### src/rtl/sensor_i2c_pkg.sv
package sensor_i2c_pkg;

  // Protocol phases of the bus target
  typedef enum logic [2:0] {
    ST_IDLE,
    ST_ADDR,
    ST_ADDR_ACK,
    ST_WR_BYTE,
    ST_WR_ACK,
    ST_RD_BYTE,
    ST_RD_ACK,
    ST_IGNORE
  } link_state_t;

  localparam int BYTE_W = 8;

endpackage

### src/rtl/sensor_i2c_sync.sv
// Synchroniser for both bus lines plus edge and bus-condition detection.
module sensor_i2c_sync #(
  parameter int SYNC_STAGES = 2
) (
  input  logic clk,
  input  logic rst,
  input  logic scl_in,
  input  logic sda_in,
  output logic sda_lvl,
  output logic scl_rise,
  output logic scl_fall,
  output logic start_evt,
  output logic stop_evt
);

  // [SYNC_STAGES-1] is the synchronised level, [SYNC_STAGES] is its previous value
  logic [SYNC_STAGES:0] scl_pipe;
  logic [SYNC_STAGES:0] sda_pipe;
  logic scl_now, scl_old, sda_now, sda_old;

  always_ff @(posedge clk) begin
    if (rst) begin
      scl_pipe <= '1;
      sda_pipe <= '1;
    end else begin
      scl_pipe <= {scl_pipe[SYNC_STAGES-1:0], scl_in};
      sda_pipe <= {sda_pipe[SYNC_STAGES-1:0], sda_in};
    end
  end

  assign scl_now = scl_pipe[SYNC_STAGES-1];
  assign scl_old = scl_pipe[SYNC_STAGES];
  assign sda_now = sda_pipe[SYNC_STAGES-1];
  assign sda_old = sda_pipe[SYNC_STAGES];

  assign sda_lvl   = sda_now;
  assign scl_rise  = scl_now & ~scl_old;
  assign scl_fall  = ~scl_now & scl_old;
  assign start_evt = scl_now & scl_old & sda_old & ~sda_now;
  assign stop_evt  = scl_now & scl_old & ~sda_old & sda_now;

endmodule

### src/rtl/sensor_i2c_ptr.sv
// Register pointer with format check, and the byte lane index within a register.
module sensor_i2c_ptr #(
  parameter int PTR_BITS   = 2,
  parameter int DATA_BYTES = 2,
  localparam int IDX_W     = (DATA_BYTES > 1) ? $clog2(DATA_BYTES) : 1
) (
  input  logic                clk,
  input  logic                rst,
  input  logic                ptr_load_en,
  input  logic [7:0]          ptr_byte,
  input  logic                idx_clear,
  input  logic                idx_step,
  output logic [PTR_BITS-1:0] ptr,
  output logic [IDX_W-1:0]    idx,
  output logic [IDX_W-1:0]    idx_next
);

  logic ptr_ok;

  // The pointer byte is accepted only when every bit above the index is zero
  assign ptr_ok = (ptr_byte[7:PTR_BITS] == '0);

  generate
    if (DATA_BYTES > 1) begin : g_multi
      assign idx_next = (idx == IDX_W'(DATA_BYTES - 1)) ? '0 : idx + 1'b1;
    end else begin : g_single
      assign idx_next = '0;
    end
  endgenerate

  always_ff @(posedge clk) begin
    if (rst) begin
      ptr <= '0;
      idx <= '0;
    end else begin
      if (ptr_load_en && ptr_ok) ptr <= ptr_byte[PTR_BITS-1:0];
      if (idx_clear)             idx <= '0;
      else if (idx_step)         idx <= idx_next;
    end
  end

endmodule

### src/rtl/sensor_i2c_link.sv
// Bit and byte protocol engine: address match, pointer/data reception, transmit.
module sensor_i2c_link
  import sensor_i2c_pkg::*;
#(
  parameter int STRAP_BITS                 = 3,
  parameter logic [6-STRAP_BITS:0] ADDR_HI = 4'b1001,
  parameter int DATA_BYTES                 = 2,
  localparam int IDX_W                     = (DATA_BYTES > 1) ? $clog2(DATA_BYTES) : 1,
  localparam int REG_W                     = BYTE_W * DATA_BYTES
) (
  input  logic                  clk,
  input  logic                  rst,
  input  logic                  sda_lvl,
  input  logic                  scl_rise,
  input  logic                  scl_fall,
  input  logic                  start_evt,
  input  logic                  stop_evt,
  input  logic [STRAP_BITS-1:0] addr_strap,
  input  logic [REG_W-1:0]      reg_rd_data,
  input  logic [IDX_W-1:0]      idx,
  input  logic [IDX_W-1:0]      idx_next,
  output logic                  ptr_load_en,
  output logic [7:0]            rx_byte,
  output logic                  idx_clear,
  output logic                  idx_step,
  output logic                  sda_drive_low,
  output logic                  reg_wr_en,
  output logic [IDX_W-1:0]      reg_wr_byte,
  output logic [7:0]            reg_wr_data
);

  link_state_t state;
  logic [3:0]  bit_cnt;
  logic [7:0]  tx_byte;
  logic        rw_read;
  logic        first_byte;
  logic        master_ack;
  logic [7:0]  tx_cur, tx_nxt;
  logic        addr_hit;

  // Lane 0 is the most significant byte of the register word
  function automatic logic [7:0] pick_lane(input logic [REG_W-1:0] word,
                                           input logic [IDX_W-1:0] lane);
    logic [7:0] r;
    r = '0;
    for (int k = 0; k < DATA_BYTES; k++) begin
      if (IDX_W'(k) == lane) r = word[BYTE_W*(DATA_BYTES-1-k) +: BYTE_W];
    end
    return r;
  endfunction

  always_comb begin
    tx_cur   = pick_lane(reg_rd_data, idx);
    tx_nxt   = pick_lane(reg_rd_data, idx_next);
    addr_hit = (rx_byte[7:1] == {ADDR_HI, addr_strap});
  end

  always_ff @(posedge clk) begin
    reg_wr_en   <= 1'b0;
    ptr_load_en <= 1'b0;
    idx_clear   <= 1'b0;
    idx_step    <= 1'b0;
    if (rst) begin
      state         <= ST_IDLE;
      bit_cnt       <= '0;
      rx_byte       <= '0;
      tx_byte       <= '0;
      rw_read       <= 1'b0;
      first_byte    <= 1'b0;
      master_ack    <= 1'b0;
      sda_drive_low <= 1'b0;
      reg_wr_byte   <= '0;
      reg_wr_data   <= '0;
    end else if (start_evt) begin
      state         <= ST_ADDR;
      bit_cnt       <= '0;
      sda_drive_low <= 1'b0;
    end else if (stop_evt) begin
      state         <= ST_IDLE;
      sda_drive_low <= 1'b0;
    end else begin
      unique case (state)
        ST_ADDR, ST_WR_BYTE: begin
          if (scl_rise) begin
            rx_byte <= {rx_byte[6:0], sda_lvl};
            bit_cnt <= bit_cnt + 4'd1;
          end else if (scl_fall && bit_cnt == 4'd8) begin
            bit_cnt <= '0;
            if (state == ST_ADDR) begin
              if (addr_hit) begin
                rw_read       <= rx_byte[0];
                first_byte    <= 1'b1;
                idx_clear     <= 1'b1;
                sda_drive_low <= 1'b1;
                state         <= ST_ADDR_ACK;
              end else begin
                state <= ST_IGNORE;
              end
            end else begin
              sda_drive_low <= 1'b1;
              state         <= ST_WR_ACK;
              if (first_byte) begin
                ptr_load_en <= 1'b1;
                first_byte  <= 1'b0;
              end else begin
                reg_wr_en   <= 1'b1;
                reg_wr_data <= rx_byte;
                reg_wr_byte <= idx;
                idx_step    <= 1'b1;
              end
            end
          end
        end
        ST_ADDR_ACK: begin
          if (scl_fall) begin
            bit_cnt <= '0;
            if (rw_read) begin
              tx_byte       <= tx_cur;
              sda_drive_low <= ~tx_cur[7];
              state         <= ST_RD_BYTE;
            end else begin
              sda_drive_low <= 1'b0;
              state         <= ST_WR_BYTE;
            end
          end
        end
        ST_WR_ACK: begin
          if (scl_fall) begin
            sda_drive_low <= 1'b0;
            bit_cnt       <= '0;
            state         <= ST_WR_BYTE;
          end
        end
        ST_RD_BYTE: begin
          if (scl_fall) begin
            if (bit_cnt == 4'd7) begin
              sda_drive_low <= 1'b0;
              bit_cnt       <= '0;
              state         <= ST_RD_ACK;
            end else begin
              sda_drive_low <= ~tx_byte[3'd6 - bit_cnt[2:0]];
              bit_cnt       <= bit_cnt + 4'd1;
            end
          end
        end
        ST_RD_ACK: begin
          if (scl_rise) begin
            master_ack <= ~sda_lvl;
          end else if (scl_fall) begin
            if (master_ack) begin
              tx_byte       <= tx_nxt;
              sda_drive_low <= ~tx_nxt[7];
              idx_step      <= 1'b1;
              bit_cnt       <= '0;
              state         <= ST_RD_BYTE;
            end else begin
              state <= ST_IGNORE;
            end
          end
        end
        default: ;
      endcase
    end
  end

endmodule

### src/rtl/sensor_i2c_target.sv
// Top: two-wire bus target with pointer-addressed register port.
module sensor_i2c_target
  import sensor_i2c_pkg::*;
#(
  parameter int STRAP_BITS                 = 3,
  parameter logic [6-STRAP_BITS:0] ADDR_HI = 4'b1001,
  parameter int PTR_BITS                   = 2,
  parameter int DATA_BYTES                 = 2,
  parameter int SYNC_STAGES                = 2,
  localparam int IDX_W                     = (DATA_BYTES > 1) ? $clog2(DATA_BYTES) : 1,
  localparam int REG_W                     = BYTE_W * DATA_BYTES
) (
  input  logic                  clk,
  input  logic                  rst,
  input  logic                  scl_in,
  input  logic                  sda_in,
  input  logic [STRAP_BITS-1:0] addr_strap,
  output logic                  sda_drive_low,
  output logic [PTR_BITS-1:0]   reg_sel,
  input  logic [REG_W-1:0]      reg_rd_data,
  output logic                  reg_wr_en,
  output logic [IDX_W-1:0]      reg_wr_byte,
  output logic [7:0]            reg_wr_data
);

  logic             sda_lvl, scl_rise, scl_fall, start_evt, stop_evt;
  logic             ptr_load_en, idx_clear, idx_step;
  logic [7:0]       ptr_byte;
  logic [IDX_W-1:0] idx, idx_next;

  sensor_i2c_sync #(.SYNC_STAGES(SYNC_STAGES)) u_sync (
    .clk       (clk),
    .rst       (rst),
    .scl_in    (scl_in),
    .sda_in    (sda_in),
    .sda_lvl   (sda_lvl),
    .scl_rise  (scl_rise),
    .scl_fall  (scl_fall),
    .start_evt (start_evt),
    .stop_evt  (stop_evt)
  );

  sensor_i2c_ptr #(.PTR_BITS(PTR_BITS), .DATA_BYTES(DATA_BYTES)) u_ptr (
    .clk         (clk),
    .rst         (rst),
    .ptr_load_en (ptr_load_en),
    .ptr_byte    (ptr_byte),
    .idx_clear   (idx_clear),
    .idx_step    (idx_step),
    .ptr         (reg_sel),
    .idx         (idx),
    .idx_next    (idx_next)
  );

  sensor_i2c_link #(
    .STRAP_BITS (STRAP_BITS),
    .ADDR_HI    (ADDR_HI),
    .DATA_BYTES (DATA_BYTES)
  ) u_link (
    .clk           (clk),
    .rst           (rst),
    .sda_lvl       (sda_lvl),
    .scl_rise      (scl_rise),
    .scl_fall      (scl_fall),
    .start_evt     (start_evt),
    .stop_evt      (stop_evt),
    .addr_strap    (addr_strap),
    .reg_rd_data   (reg_rd_data),
    .idx           (idx),
    .idx_next      (idx_next),
    .ptr_load_en   (ptr_load_en),
    .rx_byte       (ptr_byte),
    .idx_clear     (idx_clear),
    .idx_step      (idx_step),
    .sda_drive_low (sda_drive_low),
    .reg_wr_en     (reg_wr_en),
    .reg_wr_byte   (reg_wr_byte),
    .reg_wr_data   (reg_wr_data)
  );

endmodule

### config.mk
export PLATFORM = sky130hd
export DESIGN_NAME = sensor_i2c_target
export DESIGN_NICKNAME = d
export VERILOG_FILES = /design/src/rtl/sensor_i2c_pkg.sv /design/src/rtl/sensor_i2c_sync.sv /design/src/rtl/sensor_i2c_ptr.sv /design/src/rtl/sensor_i2c_link.sv /design/src/rtl/sensor_i2c_target.sv
export SDC_FILE = /design/constraint.sdc
export NUM_CORES = 1
export LEC_CHECK = 0
export BUFFER_PORTS_ARGS = -buffer_cell sky130_fd_sc_hd__buf_4
export CORE_MARGIN = 1.5
export CORE_UTILIZATION = 51
export CTS_CLUSTER_SIZE = 8
export DETAILED_ROUTE_END_ITERATION = 8
export GPL_ROUTABILITY_DRIVEN = 0
export PLACE_DENSITY_LB_ADDON = 0.1
export SETUP_SLACK_MARGIN = 0.3
export SLEW_MARGIN = 40
export SYNTH_ARGS = -nofsm -noshare
export SYNTH_HDL_FRONTEND = slang
export SYNTH_HIERARCHICAL = 1
export SYNTH_SLANG_ARGS = --single-unit
### constraint.sdc
create_clock -name clk -period 1.9 [get_ports clk]
set_input_delay 0.19 -clock clk [delete_from_list [all_inputs] [get_ports clk]]
set_output_delay 0.19 -clock clk [all_outputs]
set_load 0.05 [all_outputs]
==> impl_metrics.prom <==
# TYPE chip_impl_metric gauge
chip_impl_metric{name="yosys.area_share.adder",unit="%"} 1.024
chip_impl_metric{name="critical_path.n_buffers_inverters",unit=""} 2
chip_impl_metric{name="gr-total-overflow",unit=""} 0
chip_impl_metric{name="initial_core_utilization",unit="%"} 52.43
chip_impl_info{name="setup.worst_path.end_class",value="flop"} 1
chip_impl_metric{name="slew_violations",unit=""} 0
chip_impl_info{name="synth_top_flop_cell",value="sky130_fd_sc_hd__dfxtp_1"} 1
chip_impl_metric{name="cts.sink_count",unit=""} 49
chip_impl_info{name="cts_tree",value="done"} 1
chip_impl_metric{name="synth.yosys.seq_area_share",unit="%"} 40.14
chip_impl_metric{name="cts.reportedPaths.clkPinSlew",unit="ns"} 0.10
chip_impl_metric{name="drtAntennaViolNets",unit=""} 0
chip_impl_metric{name="power.density",unit="nW/µm²"} 557.8
chip_impl_metric{name="number_of_hold_violations_in_the_final_report",unit=""} 0
chip_impl_metric{name="switching_share",unit="%"} 24.87
chip_impl_metric{name="routed-via-count",unit=""} 2054
chip_impl_metric{name="detailedRoute.firstIterationViolations",unit=""} 123
chip_impl_metric{name="die_h",unit="µm"} 72.22
chip_impl_info{name="critPathLaunchType",value="flop"} 1
chip_impl_metric{name="cts_inserted_buffers",unit=""} 5
chip_impl_info{name="grt_setup_unrepaired",value="yes"} 1
chip_impl_metric{name="cts_max_level",unit=""} 2
chip_impl_metric{name="drcViolationCount",unit=""} 0
chip_impl_metric{name="muxShareOfSynthArea",unit="%"} 17.31
chip_impl_metric{name="std_cell_rows",unit=""} 25
chip_impl_metric{name="synth_edf_count",unit=""} 0
chip_impl_info{name="run_status",value="complete, no violations"} 1
chip_impl_metric{name="synthXorXnorAreaFrac",unit="%"} 1.792
chip_impl_metric{name="design.portCount",unit=""} 36
chip_impl_metric{name="final.setup.worst_slack",unit="ns"} 0.01730
chip_impl_metric{name="finalWorstPathRequiredPeriod",unit="ns"} 1.883
chip_impl_metric{name="synthSimpleGateAreaFrac",unit="%"} 23.40
chip_impl_metric{name="finalCritPeriodShare",unit="%"} 99.09
chip_impl_metric{name="grt_pass1_wl",unit="mm"} 9.197
chip_impl_metric{name="synth.ff_latch_count",unit=""} 49
chip_impl_metric{name="post-dp-hpwl",unit="mm"} 3.734
chip_impl_metric{name="ys_warn_count",unit=""} 6
chip_impl_metric{name="fraction_of_final_layout_cells_sized_beyond_drive_strength_1",unit="%"} 42.32
chip_impl_metric{name="cts_hold_repair.buffers",unit=""} 0
chip_impl_metric{name="fp.coreArea",unit="µm²"} 4661
chip_impl_metric{name="mean_cell_area_of_the_mapped_netlist",unit="µm²"} 9.774
chip_impl_metric{name="cp_data_required_time",unit="ns"} 2.10
chip_impl_metric{name="cell_area_after_placement",unit="µm²"} 2957
chip_impl_metric{name="synth_compound_area_share",unit="%"} 11.32
chip_impl_metric{name="intPower",unit="mW"} 1.377
chip_impl_metric{name="count_of_buffers_from_port_buffering",unit=""} 35
chip_impl_metric{name="area_growth",unit="%"} 34.46
chip_impl_metric{name="total_leakage_power",unit="nW"} 1.431
chip_impl_metric{name="routed_wire_length_per_instance",unit="µm"} 15.00
chip_impl_metric{name="largest_net_degree_at_the_start_of_global_routing",unit=""} 38
chip_impl_metric{name="die-area",unit="µm²"} 5216
chip_impl_metric{name="seq_power_share",unit="%"} 56.7
chip_impl_metric{name="die-width",unit="µm"} 72.22
chip_impl_metric{name="drv.max_cap_violation_count",unit=""} 0
chip_impl_metric{name="nets",unit=""} 343
chip_impl_info{name="cp_top_family",value="simple AND/OR/NAND/NOR gates"} 1
chip_impl_metric{name="fmax",unit="GHz"} 0.5312
chip_impl_metric{name="grt_antenna_before_repair",unit=""} 0
chip_impl_info{name="path_cells",value="buf_6 > and4b_2 > nor4_4 > and4b_2 > buf_6 > mux2i_1 > nor2_1"} 1
chip_impl_metric{name="syn-cell-area",unit="µm²"} 2444
chip_impl_metric{name="place_ws",unit="ns"} -0.04570
chip_impl_metric{name="cp_data_arrival_time",unit="ns"} 2.09
chip_impl_metric{name="relSlewSlack",unit="%"} 76.49
chip_impl_metric{name="critical_path.max_fanout",unit=""} 8
chip_impl_metric{name="mappedNetlistNets",unit=""} 275
chip_impl_metric{name="clkPwrFrac",unit="%"} 35.5
chip_impl_metric{name="source_to_sink_clock_delay_at_the_later_pin_of_the_worst_skew_pair",unit="ns"} 0.31
chip_impl_info{name="ctsRootBufferMaster",value="sky130_fd_sc_hd__clkbuf_8"} 1
chip_impl_metric{name="final_design_area_no_fill",unit="µm²"} 3286
chip_impl_info{name="crit_path_top_delay_cell",value="sky130_fd_sc_hd__dfxtp_2"} 1
chip_impl_metric{name="timing.final.setup_violations",unit=""} 0
chip_impl_metric{name="postSynth.asyncResetShare",unit="%"} 0
chip_impl_metric{name="first_global_vias",unit=""} 1908
chip_impl_metric{name="worst_ir_drop_vdd",unit="µV"} 454.4
chip_impl_metric{name="detailedRoute.firstPassIterationCount",unit=""} 4
chip_impl_metric{name="antenna-diode-count",unit=""} 0
chip_impl_metric{name="globalRouteTotalUtil",unit="%"} 22.63
chip_impl_metric{name="route.final.wire_length",unit="mm"} 5.594
chip_impl_metric{name="n_fill_cell",unit=""} 365
chip_impl_metric{name="timing.critical_path.slowest_cell_delay",unit="ns"} 0.34
chip_impl_info{name="worst_path_class_setup",value="flop to flop"} 1
chip_impl_metric{name="yosys.cell_types.count",unit=""} 60
chip_impl_info{name="worst_hold_path_type",value="primary input to flop"} 1
chip_impl_metric{name="post_drt_via_cell_ratio",unit=""} 5.507
chip_impl_metric{name="netlist_instances",unit=""} 250
chip_impl_metric{name="worst-slew-pin-transition",unit="ns"} 0.3497
chip_impl_info{name="combinational_family_with_the_most_area_after_synthesis",value="simple AND/OR/NAND/NOR gates"} 1
chip_impl_metric{name="power_frac_comb",unit="%"} 7.8
chip_impl_metric{name="fin_worst_skew",unit="ns"} 0.007780
chip_impl_metric{name="power.switching",unit="mW"} 0.4558
chip_impl_metric{name="p_total",unit="mW"} 1.833
chip_impl_metric{name="clock_tree.buffer_depth",unit=""} 2
layer usage:
metal / up-vias / global-route usage [%] / part of all wire [%]
li1: 1034 / - / -
met1: 979 / 34.12 / 51
met2: 37 / 32.10 / 45
met3: 4 / 4.722 / 3.4
met4: 0 / 7.547 / 0.80
met5: - / 0 / 0
worst reg2reg max path: cells and delay by family (launching register included):
family,cells,cell delay [ns]
buffers and inverters,2,0.29
flip-flops,1,0.34
multiplexers,1,0.22
AND/OR/NAND/NOR,4,0.93
state kept, by name (all words and copies together), names as in the netlist:
register              cells
u_link/reg_wr_en          1
u_link/sda_drive_low      1
u_link/rw_read            1
u_link/first_byte         1
u_link/reg_wr_byte        1
u_ptr/ptr                 2
u_link/idx_step           1
u_link/idx_clear          1
u_link/reg_wr_data        8
u_link/rx_byte            8
u_ptr/idx                 1
u_sync/scl_pipe           3
u_link/tx_byte            8
u_link/bit_cnt            4
u_link/ptr_load_en        1
u_sync/sda_pipe           3
u_link/state              3
u_link/master_ack         1
worst paths after layout:
path	startpoint	end	slack, ns	cells after the start
worst max-delay path	u_sync/scl_pipe[2]$_SDFF_PP1_	u_link/reg_wr_data[5]$_SDFFE_PP0P_	0.02	7
worst min register to register	u_link/idx_clear$_SDFF_PP0_	u_ptr/idx$_SDFFE_PP0P_	0.41	1
worst min-delay path	sda_in	u_sync/sda_pipe[0]$_SDFF_PP1_	0.05	2
worst max register to register	u_sync/scl_pipe[2]$_SDFF_PP1_	u_link/reg_wr_data[5]$_SDFFE_PP0P_	0.02	7
per-stage QoR:
stage / hold slack (ns) / TNS [ns] / util, % / cells
after floorplan: 0.2666 / -0.1638 / - / 250
after global placement: 0.3697 / 0 / 63.44 / 357
after detailed placement: 0.3758 / -0.06016 / 63.44 / 357
after CTS: 0.04059 / -0.01601 / 69.72 / 372
after global routing: 0.05403 / -0.2952 / 70.50 / 373
final: 0.05325 / 0 / 70.50 / 373
power by group through the flow:
stage,sequential (mW),clock (mW),combinational (mW)
after floorplan,1.06,0,0.0671
after global placement,1.06,0,0.128
after detailed placement,1.06,0,0.129
after CTS,1.04,0.674,0.139
after global routing,1.04,0.712,0.156
final,1.04,0.650,0.143
cell usage after synthesis, drive strengths merged (2+ instances only):
cell type | n | share of area, %
dfxtp | 49 | 40
nor2 | 39 | 6.0
mux2i | 34 | 14
a211oi | 13 | 4.0
nor2b | 8 | 2.0
o21ai | 8 | 1.8
buf | 7 | 2.3
nor3 | 7 | 1.6
inv | 6 | 0.92
nand2 | 6 | 0.92
nand2b | 6 | 1.6
or2 | 6 | 1.5
a21oi | 5 | 1.2
clkbuf | 5 | 1.2
nor4 | 4 | 2.2
and4b | 3 | 1.2
mux2 | 3 | 1.4
xor2 | 3 | 1.1
a31oi | 2 | 1.1
and3b | 2 | 0.77
ha | 2 | 1.0
mux4 | 2 | 1.8
nand3 | 2 | 0.41
nor3b | 2 | 0.61
or3 | 2 | 0.51
or4 | 2 | 0.61
or4b | 2 | 0.97
xnor2 | 2 | 0.72
layout by cell type, fill, tap and decap left out, types with 3 or more instances in the layout:
cell	n
sky130_fd_sc_hd__buf_4	63
sky130_fd_sc_hd__dfxtp_1	43
sky130_fd_sc_hd__mux2i_1	32
sky130_fd_sc_hd__nor2_1	29
sky130_fd_sc_hd__a211oi_1	11
sky130_fd_sc_hd__buf_6	9
sky130_fd_sc_hd__nor2_2	7
sky130_fd_sc_hd__nor2b_1	6
sky130_fd_sc_hd__or2_1	6
sky130_fd_sc_hd__clkbuf_8	5
sky130_fd_sc_hd__inv_1	5
sky130_fd_sc_hd__nand2_1	5
sky130_fd_sc_hd__o21ai_0	5
sky130_fd_sc_hd__nor3_1	5
sky130_fd_sc_hd__nand2b_1	5
sky130_fd_sc_hd__dfxtp_2	5
sky130_fd_sc_hd__a21oi_1	4
sky130_fd_sc_hd__nor2_4	3
sky130_fd_sc_hd__and4b_2	3
sky130_fd_sc_hd__xor2_1	3
what timing repair did:
item,CTS,global route
buffers inserted,7,1
endpoints found under the setup margin,37,39
pin swaps,14,7
gates resized for setup,38,9
cells by family after synthesis:
family / after synthesis
buffers and inverters: 20
multiplexers: 39
XOR/XNOR: 5
AO/OA/AOI/OAI: 37
adder cells (fa/ha/maj): 2
AND/OR/NAND/NOR: 98
flip-flops: 49
layout make-up:
class / count / area, µm² / share of cell area [%]
multi-input cells: 181 / 1495 / 45.51
clock inverters: 3 / 26.28 / 0.7997
well taps: 54 / 67.56 / 2.056
flip-flops and latches: 49 / 991.0 / 30.16
inverters: 7 / 27.53 / 0.8378
repair buffers: 74 / 609.3 / 18.55
clock buffers: 5 / 68.82 / 2.094
Power figures use the tool's default switching activity.
